**src/rtl/lmsu_pkg.sv**
```systemverilog
package lmsu_pkg;

  // Index of the highest set bit, or -1 when the vector is all zeros.
  function automatic int lead_one_index(input logic [63:0] v);
    int idx;
    idx = -1;
    for (int b = 0; b < 64; b++) begin
      if (v[b]) idx = b;
    end
    return idx;
  endfunction

endpackage

```
**src/rtl/lmsu_shift_ctl.sv**
```systemverilog
module lmsu_shift_ctl #(
  parameter int W  = 8,
  parameter int SW = $clog2(W)
) (
  input  logic [W-1:0]  err,
  output logic          neg,
  output logic          zero_inc,
  output logic [SW-1:0] shamt
);
  logic [W-1:0] mag;
  int           pos;

  function automatic logic [W-1:0] abs_of(input logic [W-1:0] e);
    return e[W-1] ? (~e + 1'b1) : e;
  endfunction

  always_comb begin
    neg      = err[W-1];
    mag      = abs_of(err);
    pos      = lmsu_pkg::lead_one_index({{(64-W){1'b0}}, mag});
    zero_inc = (pos < 1);
    shamt    = zero_inc ? '0 : SW'(W - 1 - pos);
  end
endmodule

```
**src/rtl/lmsu_seq.sv**
```systemverilog
module lmsu_seq #(
  parameter int W  = 8,
  parameter int CW = (W > 1) ? $clog2(W) : 1
) (
  input  logic clk,
  input  logic rst_n,
  input  logic start,
  output logic load,
  output logic busy,
  output logic done
);
  logic [CW-1:0] cnt;

  assign load = start & ~busy;

  always_ff @(posedge clk or negedge rst_n) begin
    if (!rst_n) begin
      cnt  <= '0;
      busy <= 1'b0;
      done <= 1'b0;
    end else begin
      done <= 1'b0;
      if (load) begin
        cnt  <= '0;
        busy <= 1'b1;
      end else if (busy) begin
        cnt <= cnt + 1'b1;
        if (cnt == CW'(W - 1)) begin
          busy <= 1'b0;
          done <= 1'b1;
        end
      end
    end
  end
endmodule

```
**src/rtl/lmsu_tap.sv**
```systemverilog
module lmsu_tap #(
  parameter int W  = 8,
  parameter int SW = $clog2(W)
) (
  input  logic          clk,
  input  logic          rst_n,
  input  logic          load,
  input  logic          step,
  input  logic          sub,
  input  logic          zero_inc,
  input  logic [SW-1:0] shamt,
  input  logic [W-1:0]  sample,
  output logic [W-1:0]  coef,
  output logic          slice
);
  logic [W-1:0] piso;
  logic [W-1:0] acc;
  logic         carry;
  logic [W-1:0] inc;
  logic         bit_in;
  logic         sum_bit;
  logic         carry_nx;

  function automatic logic [W-1:0] ashr(input logic [W-1:0] x, input logic [SW-1:0] sh);
    logic signed [W-1:0] xs;
    xs = x;
    return xs >>> sh;
  endfunction

  always_comb begin
    inc      = zero_inc ? '0 : ashr(sample, shamt);
    bit_in   = piso[0] ^ sub;
    sum_bit  = acc[0] ^ bit_in ^ carry;
    carry_nx = (acc[0] & bit_in) | (acc[0] & carry) | (bit_in & carry);
  end

  always_ff @(posedge clk or negedge rst_n) begin
    if (!rst_n) begin
      piso  <= '0;
      acc   <= '0;
      carry <= 1'b0;
    end else if (load) begin
      piso  <= inc;
      carry <= sub;
    end else if (step) begin
      piso  <= {1'b0, piso[W-1:1]};
      acc   <= {sum_bit, acc[W-1:1]};
      carry <= carry_nx;
    end
  end

  assign coef  = acc;
  assign slice = piso[0];
endmodule

```
**src/rtl/lmsu_update.sv**
```systemverilog
module lmsu_update #(
  parameter int W    = 8,
  parameter int TAPS = 4
) (
  input  logic              clk,
  input  logic              rst_n,
  input  logic              start,
  input  logic [W-1:0]      err_in,
  input  logic [TAPS*W-1:0] samp_in,
  output logic              busy,
  output logic              done,
  output logic [TAPS*W-1:0] coef_out,
  output logic [TAPS-1:0]   slice_out
);
  localparam int SW = $clog2(W);

  logic          load;
  logic          neg;
  logic          zero_inc;
  logic [SW-1:0] shamt;
  logic          sub_q;

  lmsu_shift_ctl #(.W(W), .SW(SW)) u_ctl (
    .err(err_in), .neg(neg), .zero_inc(zero_inc), .shamt(shamt)
  );

  lmsu_seq #(.W(W)) u_seq (
    .clk(clk), .rst_n(rst_n), .start(start),
    .load(load), .busy(busy), .done(done)
  );

  always_ff @(posedge clk or negedge rst_n) begin
    if (!rst_n)    sub_q <= 1'b0;
    else if (load) sub_q <= neg;
  end

  for (genvar i = 0; i < TAPS; i++) begin : g_tap
    lmsu_tap #(.W(W), .SW(SW)) u_tap (
      .clk(clk), .rst_n(rst_n), .load(load), .step(busy),
      .sub(load ? neg : sub_q), .zero_inc(zero_inc), .shamt(shamt),
      .sample(samp_in[i*W +: W]), .coef(coef_out[i*W +: W]),
      .slice(slice_out[i])
    );
  end
endmodule

```
**config.mk**
```make
export PLATFORM = sky130hd
export DESIGN_NAME = lmsu_update
export DESIGN_NICKNAME = d
export VERILOG_FILES = /design/src/rtl/lmsu_pkg.sv /design/src/rtl/lmsu_shift_ctl.sv /design/src/rtl/lmsu_seq.sv /design/src/rtl/lmsu_tap.sv /design/src/rtl/lmsu_update.sv
export SDC_FILE = /design/constraint.sdc
export NUM_CORES = 1
export LEC_CHECK = 0
export BUFFER_PORTS_ARGS = -buffer_cell sky130_fd_sc_hd__buf_2
export CORE_MARGIN = 5
export CORE_UTILIZATION = 50
export DETAILED_ROUTE_END_ITERATION = 8
export HOLD_SLACK_MARGIN = 0.15
export PLACE_DENSITY = 0.72
export SETUP_SLACK_MARGIN = 0.15
export SYNTH_ARGS = -nofsm -noshare
export SYNTH_HDL_FRONTEND = slang
export SYNTH_HIERARCHICAL = 1
export SYNTH_SLANG_ARGS = --single-unit
```
**constraint.sdc**
```tcl
create_clock -name clk -period 5.2 [get_ports clk]
set_clock_uncertainty 0.15 [all_clocks]
set_input_delay 1.04 -clock clk [delete_from_list [all_inputs] [get_ports clk]]
set_output_delay 1.04 -clock clk [all_outputs]
set_load 0.005 [all_outputs]
```
* Yosys cells after proc, flatten, opt, wreduce, memory -nomap -nowiden *
Index checks and enable logic that the tools add are counted.

operators by class
  add/sub/neg operators = 3
  magnitude comparators = 1
  equality and inequality tests = 1
  shift-type cells = 4
  muxes and demuxes = 39
  bitwise gates (word level) = 36
  reductions and logical operators = 2

operators with widths
  operator                                              number
  2-to-1 mux 32 bit                                     8
  2-to-1 mux 8 bit                                      13
  < comparator 32 x 2 -> 1 bit (second input constant)  1
  >>> shifter 8 x 3 -> 8 bit                            4
  2-to-1 mux 1 bit                                      15
  AND 1 bit                                             13
  bitwise XOR 1 bit                                     12
  2-to-1 mux 3 bit                                      3
  adder 8 x 1 -> 8 bit (second input constant)          1
  inverter 8 bit                                        1
  bitwise OR 1 bit                                      8
  adder 3 x 1 -> 3 bit (second input constant)          1
  == test 3 bit (second input constant)                 1
  subtractor 1 x 3 -> 3 bit (first input constant)      1
  inverter 1 bit                                        2
  AND reduction 2 bit                                   1
  nonzero test 2 bit                                    1

word-level totals
  register bits after elaboration = 74
  input bits = 43
  output and inout port bits = 38
  logic and storage cells = 102

* Logic depth before layout (Yosys ltp) *
Gate-level depths: netlist of the first run.

  depth in word-level cells = 16
  depth in mapped cells = 12
  gate-level depth less buffers = 11

* Cells and area by module *
Netlist of the first run, hierarchy kept.

by module, submodules not included
  module          instances  cells each  area an instance (µm²)  sequential area each (µm²)
  lmsu_tap        4          79          979.7                   425.4
  lmsu_shift_ctl  1          69          454.2                   0.0
  lmsu_seq        1          14          211.5                   125.1
  lmsu_update     1          2           40.0                    25.0

* Worst setup path after synthesis of the first run *
No wires, ideal clock.

  path kind = input-to-reg
  start = input err_in[0]
  end = register g_tap[0].u_tap.piso[0]
  setup time = 138 ps
  arrival time = 3470 ps
  required time = 4912 ps
  slack = 1443 ps
  cell stages on the path = 11
  path buffers = 1
  path through = inv_1 -> ha_1 -> nor2b_1 -> xnor2_1 -> o2bb2a_4 -> o31a_1 -> o31ai_2 -> buf_6 -> mux4_2 -> mux2i_1 -> o22ai_1

on the way
  cells in the longest elaborated chain, start to end = 16
  elaborated cells between the ends (all ways) = 17
  those cells by class = 2 x add/sub; 1 x order compare; 1 x shift; 12 x mux; 1 x bitwise

ends and longest elaborated chain
  element                                                                    RTL line                                    RTL
  start, declared                                                            lmsu_update.sv:8                            input logic [W-1:0] err_in,
  inverter 8 bit                                                             lmsu_shift_ctl.sv:14                        return e[W-1] ? (~e + 1'b1) : e;
  adder 8 x 1 -> 8 bit                                                       lmsu_shift_ctl.sv:14
  2-to-1 mux 8 bit *                                                         lmsu_shift_ctl.sv:14
  2-to-1 mux 32 bit (7 in a row)                                             lmsu_pkg.sv:8                               if (v[b]) idx = b;
  2-to-1 mux 32 bit *                                                        lmsu_pkg.sv:8
  < comparator 32 x 2 -> 1 bit or subtractor 1 x 3 -> 3 bit (tied branches)  lmsu_shift_ctl.sv:21, lmsu_shift_ctl.sv:22
  2-to-1 mux 3 bit *                                                         lmsu_shift_ctl.sv:22                        shamt = zero_inc ? '0 : SW'(W - 1 - pos);
  via shamt[1]                                                               lmsu_update.sv:20                           logic [SW-1:0] shamt;
  >>> shifter 8 x 3 -> 8 bit *                                               lmsu_tap.sv:27                              return xs >>> sh;
  2-to-1 mux 8 bit *                                                         lmsu_tap.sv:31                              inc = zero_inc ? '0 : ashr(sample, shamt);
  2-to-1 mux 8 bit *                                                         lmsu_tap.sv:42                              end else if (load) begin
  end signal, assigned                                                       lmsu_tap.sv:43                              piso <= inc;
  end signal, assigned                                                       lmsu_tap.sv:46                              piso <= {1'b0, piso[W-1:1]};
  end, declared                                                              lmsu_tap.sv:16                              logic [W-1:0] piso;

The timed path passes the listed nets; every way through them passes the cells marked *.
A chain may end at the register's enable or synchronous reset.

* Worst setup path in the final report of the first run *
  start = input err_in[0]
  end = register g_tap[2].u_tap.piso[0]

on the way
  cells in the longest elaborated chain, start to end = 16
  elaborated cells between the ends (all ways) = 17
  those cells by class = 2 x add/sub; 1 x order compare; 1 x shift; 12 x mux; 1 x bitwise

ends and longest elaborated chain
  element                                                                    RTL line
  inverter 8 bit                                                             lmsu_shift_ctl.sv:14
  adder 8 x 1 -> 8 bit                                                       lmsu_shift_ctl.sv:14
  2-to-1 mux 8 bit *                                                         lmsu_shift_ctl.sv:14
  2-to-1 mux 32 bit (7 in a row)                                             lmsu_pkg.sv:8
  2-to-1 mux 32 bit *                                                        lmsu_pkg.sv:8
  < comparator 32 x 2 -> 1 bit or subtractor 1 x 3 -> 3 bit (tied branches)  lmsu_shift_ctl.sv:21, lmsu_shift_ctl.sv:22
  2-to-1 mux 3 bit *                                                         lmsu_shift_ctl.sv:22
  via shamt[1]                                                               lmsu_update.sv:20
  >>> shifter 8 x 3 -> 8 bit *                                               lmsu_tap.sv:27
  2-to-1 mux 8 bit *                                                         lmsu_tap.sv:31
  2-to-1 mux 8 bit *                                                         lmsu_tap.sv:42
  end signal, assigned                                                       lmsu_tap.sv:43
  end signal, assigned                                                       lmsu_tap.sv:46
  end, declared                                                              lmsu_tap.sv:16

Marked as above.

==> results.ini, run 1 <==
[clocking]
cts-root-buf=clkbuf_8
cts_hold_buffers=0
clock_latency_ns=0.35
cts_sinks=74
cts_resized=0
cts_setup_buffers=0
h-tree-depth=3
cts.path.max_buffers=2
cts_inserted_buffers=9
cts_tree=done
clk_pin_slew_worst_paths_ns=0.08

[synthesis]
synth.distinct_cells=49
synthMuxAreaShare_pct=30.8
synthArstFlopShare_pct=100
synth_area_per_cell_um2=11.5
synthFlopType=dfrtp_1
synth_compound_area_share_pct=11.3
synthesis.nets=451
synthSimpleGateAreaFrac_pct=7.41
ys_ff_latch=74
synth-adder-area-share_pct=2.54
synth_top_family_by_area=multiplexers
synth-xor-area-share_pct=1.14
synth_edf_count=0
syn_inst=401
synthesis.area_mm2=0.00462
yosysSeqAreaShare_pct=40.0
yosysWarnings=6

[detailed_routing]
num_vias=3352
via_per_inst=5.77
drtPass1Iterations=4
wirelength_um=9160
drt_drc_violations_left=0
drtIter0Drc=142
antenna_left=0
wl_per_cell_um=15.8

[finish]
final_common_cell=buf_2
final-seq-area_mm2=0.00185
post-route-util_pct=57.5
drive_gt1_share_pct=36.8
multi_input_area_mm2=0.00249
stdcell_area_mm2=0.00524
finalNetCount=515
fillCellCount=804
mostFrequentLayoutCells=buf_2, dfrtp_1, mux2i_1
area.growth.synth_to_final_pct=13.3
antenna_cells=0

[status]
status=complete, no violations

[floorplanning]
die_y_um=106
die_x_um=106
start_util_pct=50.8
dieArea_mm2=0.0113
design.core.area_mm2=0.00911
rows=35
ios=81

[placement]
portBuffers=80
place_congestion=0.880
dpl_cell_area_mm2=0.00503
pre_cts_ws_ns=0.943
hpwl_um=6500

[global_route]
grt.total_usage_pct=17.4
grt_remaining_overflow=0
grt_busiest_layer=met2
met3_usage_pct=3.16
grt_max_degree=75
grt_first_pass_wirelength_um=16100
grt_util_met1_pct=22.7
grt_pass1_vias=3310
grt_antenna_before_repair=0
grt.met2_usage_pct=29.4

[sta]
max_freq_mhz=256
drv_slew=0
min_period_ns=3.91
finalCritPeriodShare_pct=75.2
relSlewSlack_pct=36.3
setup_slack_ns=1.29
setup_viol=0
tns_ns=0
rsz0062_at_grt=false
holdWs_ns=0.358
finalHoldViolCount=0
worst_pin_slew_ns=0.955

[power]
power.leakage_nw=2.45
power_density_mw_per_mm2=504
ir_drop_mv=0.189

[hold_path]
min-delay-path-class=flop to flop
min_from=u_seq/cnt[2]$_DFFE_PN0P_
holdPathEnd=u_seq/cnt[2]$_DFFE_PN0P_
holdPathStages=1

[worst_setup_path]
cpPeakStageDelay_ns=0.58
worstRegToRegCells=7
cp.required_ns=5.26
cp-end-kind=flop
r2r-start=u_seq/busy$_DFF_PN0_
start_kind=primary input
reg2reg_to=g_tap[1].u_tap/carry$_DFFE_PN0P_
critPathKind=primary input to flop
worstPathCellList=buf_2 -> inv_1 -> ha_1 -> nor3b_2 -> nor2_1 -> xnor2_1 -> o31a_1 -> o31ai_4 -> buf_4 -> mux4_2 -> mux2i_1 -> o22ai_1
critPathArrivalTime_ns=3.97
crit_slowest_cell=mux4_2
reg2reg_slack_ns=2.58
path_max_fanout=40

[run]
cap_viol_max_count=0

per-stage QoR:
stage / total power [mW] / cells
after floorplan: 1.87 / 401
after global placement: 2.15 / 565
after detailed placement: 2.21 / 565
after CTS: 2.67 / 581
after global routing: 2.87 / 581
final: 2.64 / 581
registers in the layout (all words and copies together) (netlist names):
| register | cells |
|---|---|
| sub_q | 1 |
| u_seq/done | 1 |
| u_seq/busy | 1 |
| u_seq/cnt | 3 |
| g_tap.u_tap/piso | 32 |
| g_tap.u_tap/coef | 32 |
| g_tap.u_tap/carry | 4 |
metal layers:
metal  up-vias  routed length [um]
met4         0                 120
li1       1613                   -
met1      1660                4210
met3        11                 380
met2        68                4450
met5         -                   0
synthesized netlist by cell type, types with 9 or more instances:
cell | count | area [um^2]
dfrtp_1 | 74 | 1850
mux2i_1 | 57 | 571
mux2_2 | 33 | 372
o22ai_1 | 29 | 181
inv_1 | 25 | 93.8
mux4_2 | 20 | 450
o21ai_0 | 18 | 90.1
nand2_1 | 17 | 63.8
buf_2 | 13 | 65.1
nand2b_1 | 11 | 68.8
nor2_1 | 10 | 37.5
buf_6 | 9 | 101
nor3_1 | 9 | 45.0
final cells by class:
| cell class | instances | share of cell area, % |
|---|---|---|
| flip-flops and latches | 74 | 35.4 |
| repair buffers | 87 | 8.70 |
| multi-input cells | 267 | 47.5 |
| well taps | 111 | 2.65 |
| clock inverters | 6 | 1.24 |
| inverters | 26 | 1.86 |
| clock buffers | 10 | 2.63 |
where the power goes:
part	internal, mW	switching, mW
clock	0.235	0.220
sequential	0.838	0.150
combinational	0.633	0.561
cells by family (layout without fill, tap and decap cells):
family / count (synthesis) / in the layout
flops: 74 / 74
xor+xnor: 6 / 6
simple gates: 63 / 63
fa+ha+maj: 7 / 7
mux: 112 / 112
buf+inv: 60 / 129
compound gates: 79 / 79
worst max-delay path, delay by kind of cell:
kind | cells | cell delay (ns)
buffers and inverters | 3 | 0.65
multiplexers | 2 | 0.75
AO/OA/AOI/OAI | 3 | 0.70
adder cells (fa/ha/maj) | 1 | 0.21
AND/OR/NAND/NOR | 2 | 0.46
XOR/XNOR | 1 | 0.15
worst max-delay path by stage:
stage              start                            endpoint  slack [ns]  depth (start not counted)
3_5_place_dp   err_in[0]  g_tap[2].u_tap/piso[0]$_DFFE_PN0P_        0.94                         12
4_1_cts        err_in[0]  g_tap[2].u_tap/piso[0]$_DFFE_PN0P_        1.32                         12
6_report       err_in[0]  g_tap[2].u_tap/piso[0]$_DFFE_PN0P_        1.29                         12
5_1_grt        err_in[0]  g_tap[3].u_tap/piso[4]$_DFFE_PN0P_        1.06                         12
3_3_place_gp   err_in[0]  g_tap[0].u_tap/piso[0]$_DFFE_PN0P_        1.05                         12
2_1_floorplan  err_in[0]  g_tap[0].u_tap/piso[0]$_DFFE_PN0P_        1.44                         11
Power figures use the tool's default switching activity.
==> run 2: changes to the inputs <==
- PLACE_DENSITY: 0.72 -> 0.75
- clock period: 5.2 -> 3.25 ns (I/O delays scaled with it)
==> results.ini, run 2 (synthesis gave the netlist of run 1 again) <==
[status]
status=complete, no violations

[clocking]
cts_tree=done
cts-root-buf=clkbuf_8
cts_sinks=74
clk_pin_slew_worst_paths_ns=0.08
cts.path.max_buffers=2
clock_latency_ns=0.35
cts_hold_buffers=0
cts_inserted_buffers=9
h-tree-depth=3

[power]
ir_drop_mv=0.304
power.leakage_nw=2.55
power_density_mw_per_mm2=771
totalPowerFinal_mw=4.20

[global_route]
grt_remaining_overflow=0
grt_max_degree=75
grt_first_pass_wirelength_um=16700
grt_antenna_before_repair=0
grt.total_usage_pct=18.2
grt_pass1_vias=3455

[finish]
drive_gt1_share_pct=40.7
fillCellCount=756
multi_input_area_mm2=0.00252
area.growth.synth_to_final_pct=17.9
fin_cells=600
antenna_cells=0
final-seq-area_mm2=0.00185
finalNetCount=534
final_common_cell=buf_2
mostFrequentLayoutCells=buf_2, dfrtp_1, mux2i_1
stdcell_area_mm2=0.00545

[sta]
rsz0062_at_grt=false
min_period_ns=3.00
setup_viol=0
relSlewSlack_pct=37.6
finalCritPeriodShare_pct=92.3
drv_slew=0
finalHoldViolCount=0
max_freq_mhz=333
worst_pin_slew_ns=0.936
setup_slack_ns=0.249

[detailed_routing]
wl_per_cell_um=16.5
wirelength_um=9900
antenna_left=0
drtPass1Iterations=6
drt_drc_violations_left=0
via_per_inst=5.76
num_vias=3458
drtIter0Drc=154

[floorplanning]
rows=35
die_x_um=106
start_util_pct=50.8
dieArea_mm2=0.0113
ios=81
design.core.area_mm2=0.00911
die_y_um=106

[worst_setup_path]
critPathKind=primary input to flop
critPathArrivalTime_ns=3.06
crit_slowest_cell=mux4_2
critPathBufInv=3
cp.required_ns=3.31
crit_family=compound AO/OA/AOI/OAI gates
worstPathCellList=buf_2 -> inv_12 -> ha_4 -> nor2b_2 -> xnor2_1 -> o2bb2a_4 -> o31a_1 -> o31ai_4 -> buf_4 -> mux4_2 -> mux2i_1 -> o22ai_1
cpPeakStageDelay_ns=0.51
start_kind=primary input
cp-end-kind=flop
path_max_fanout=5
reg2reg_slack_ns=1.00

[placement]
dpl_cell_area_mm2=0.00525
hpwl_um=7220
place_congestion=0.861
portBuffers=80
dp_cells=584
pre_cts_ws_ns=-0.129

[hold_path]
min-delay-path-class=primary input to async pin

[run]
cap_viol_max_count=0

[run 2: metrics by stage]
stage | hold WS, ns | utilization (%) | setup TNS (ns)
5_1_grt | 0.360 | 59.8 | 0
6_report | 0.268 | 59.8 | 0
4_1_cts | 0.308 | 59.6 | 0
3_3_place_gp | 0.327 | 57.6 | -0.227
2_1_floorplan | 0.204 | - | 0
3_5_place_dp | 0.338 | 57.6 | -1.63
[run 2: metal layers]
metal	GRT usage, %	part of all wire [%]
met5	0	0
met3	3.64	4.7
met1	25.0	46
met4	5.55	1.5
met2	29.0	48
[run 2: cell type report]
cell class / count / share of cell area (%)
Tap cell: 111 / 2.55
Inverter: 26 / 2.11
Timing Repair Buffer: 106 / 11.7
Clock inverter: 4 / 0.482
Multi-Input combinational cell: 267 / 46.3
Clock buffer: 12 / 2.85
Sequential cell: 74 / 34.0
[run 2: worst paths after layout]
kind,startpoint,to,depth (start not counted)
max,err_in[1],g_tap[1].u_tap/piso[0]$_DFFE_PN0P_,12
min,rst_n,g_tap[2].u_tap/coef[3]$_DFFE_PN0P_,1
max reg2reg,u_seq/busy$_DFF_PN0_,g_tap[0].u_tap/carry$_DFFE_PN0P_,6
min reg2reg,u_seq/cnt[1]$_DFFE_PN0P_,u_seq/cnt[1]$_DFFE_PN0P_,1
max in group asynchronous,rst_n,u_seq/busy$_DFF_PN0_,1
min in group clk,u_seq/cnt[1]$_DFFE_PN0P_,u_seq/cnt[1]$_DFFE_PN0P_,1
[run 2: timing repair]
item / 4_1_cts / 5_1_grt
resized for setup: 0 / 6
buffers inserted: 0 / 0
endpoints found under the setup margin: 0 / 5
[run 2: where the power goes]
part	switching, mW	total [mW]	internal [mW]
clock	0.338	0.656	0.318
sequential	0.241	1.58	1.34
combinational	0.916	1.96	1.05
total	1.49	4.20	2.71
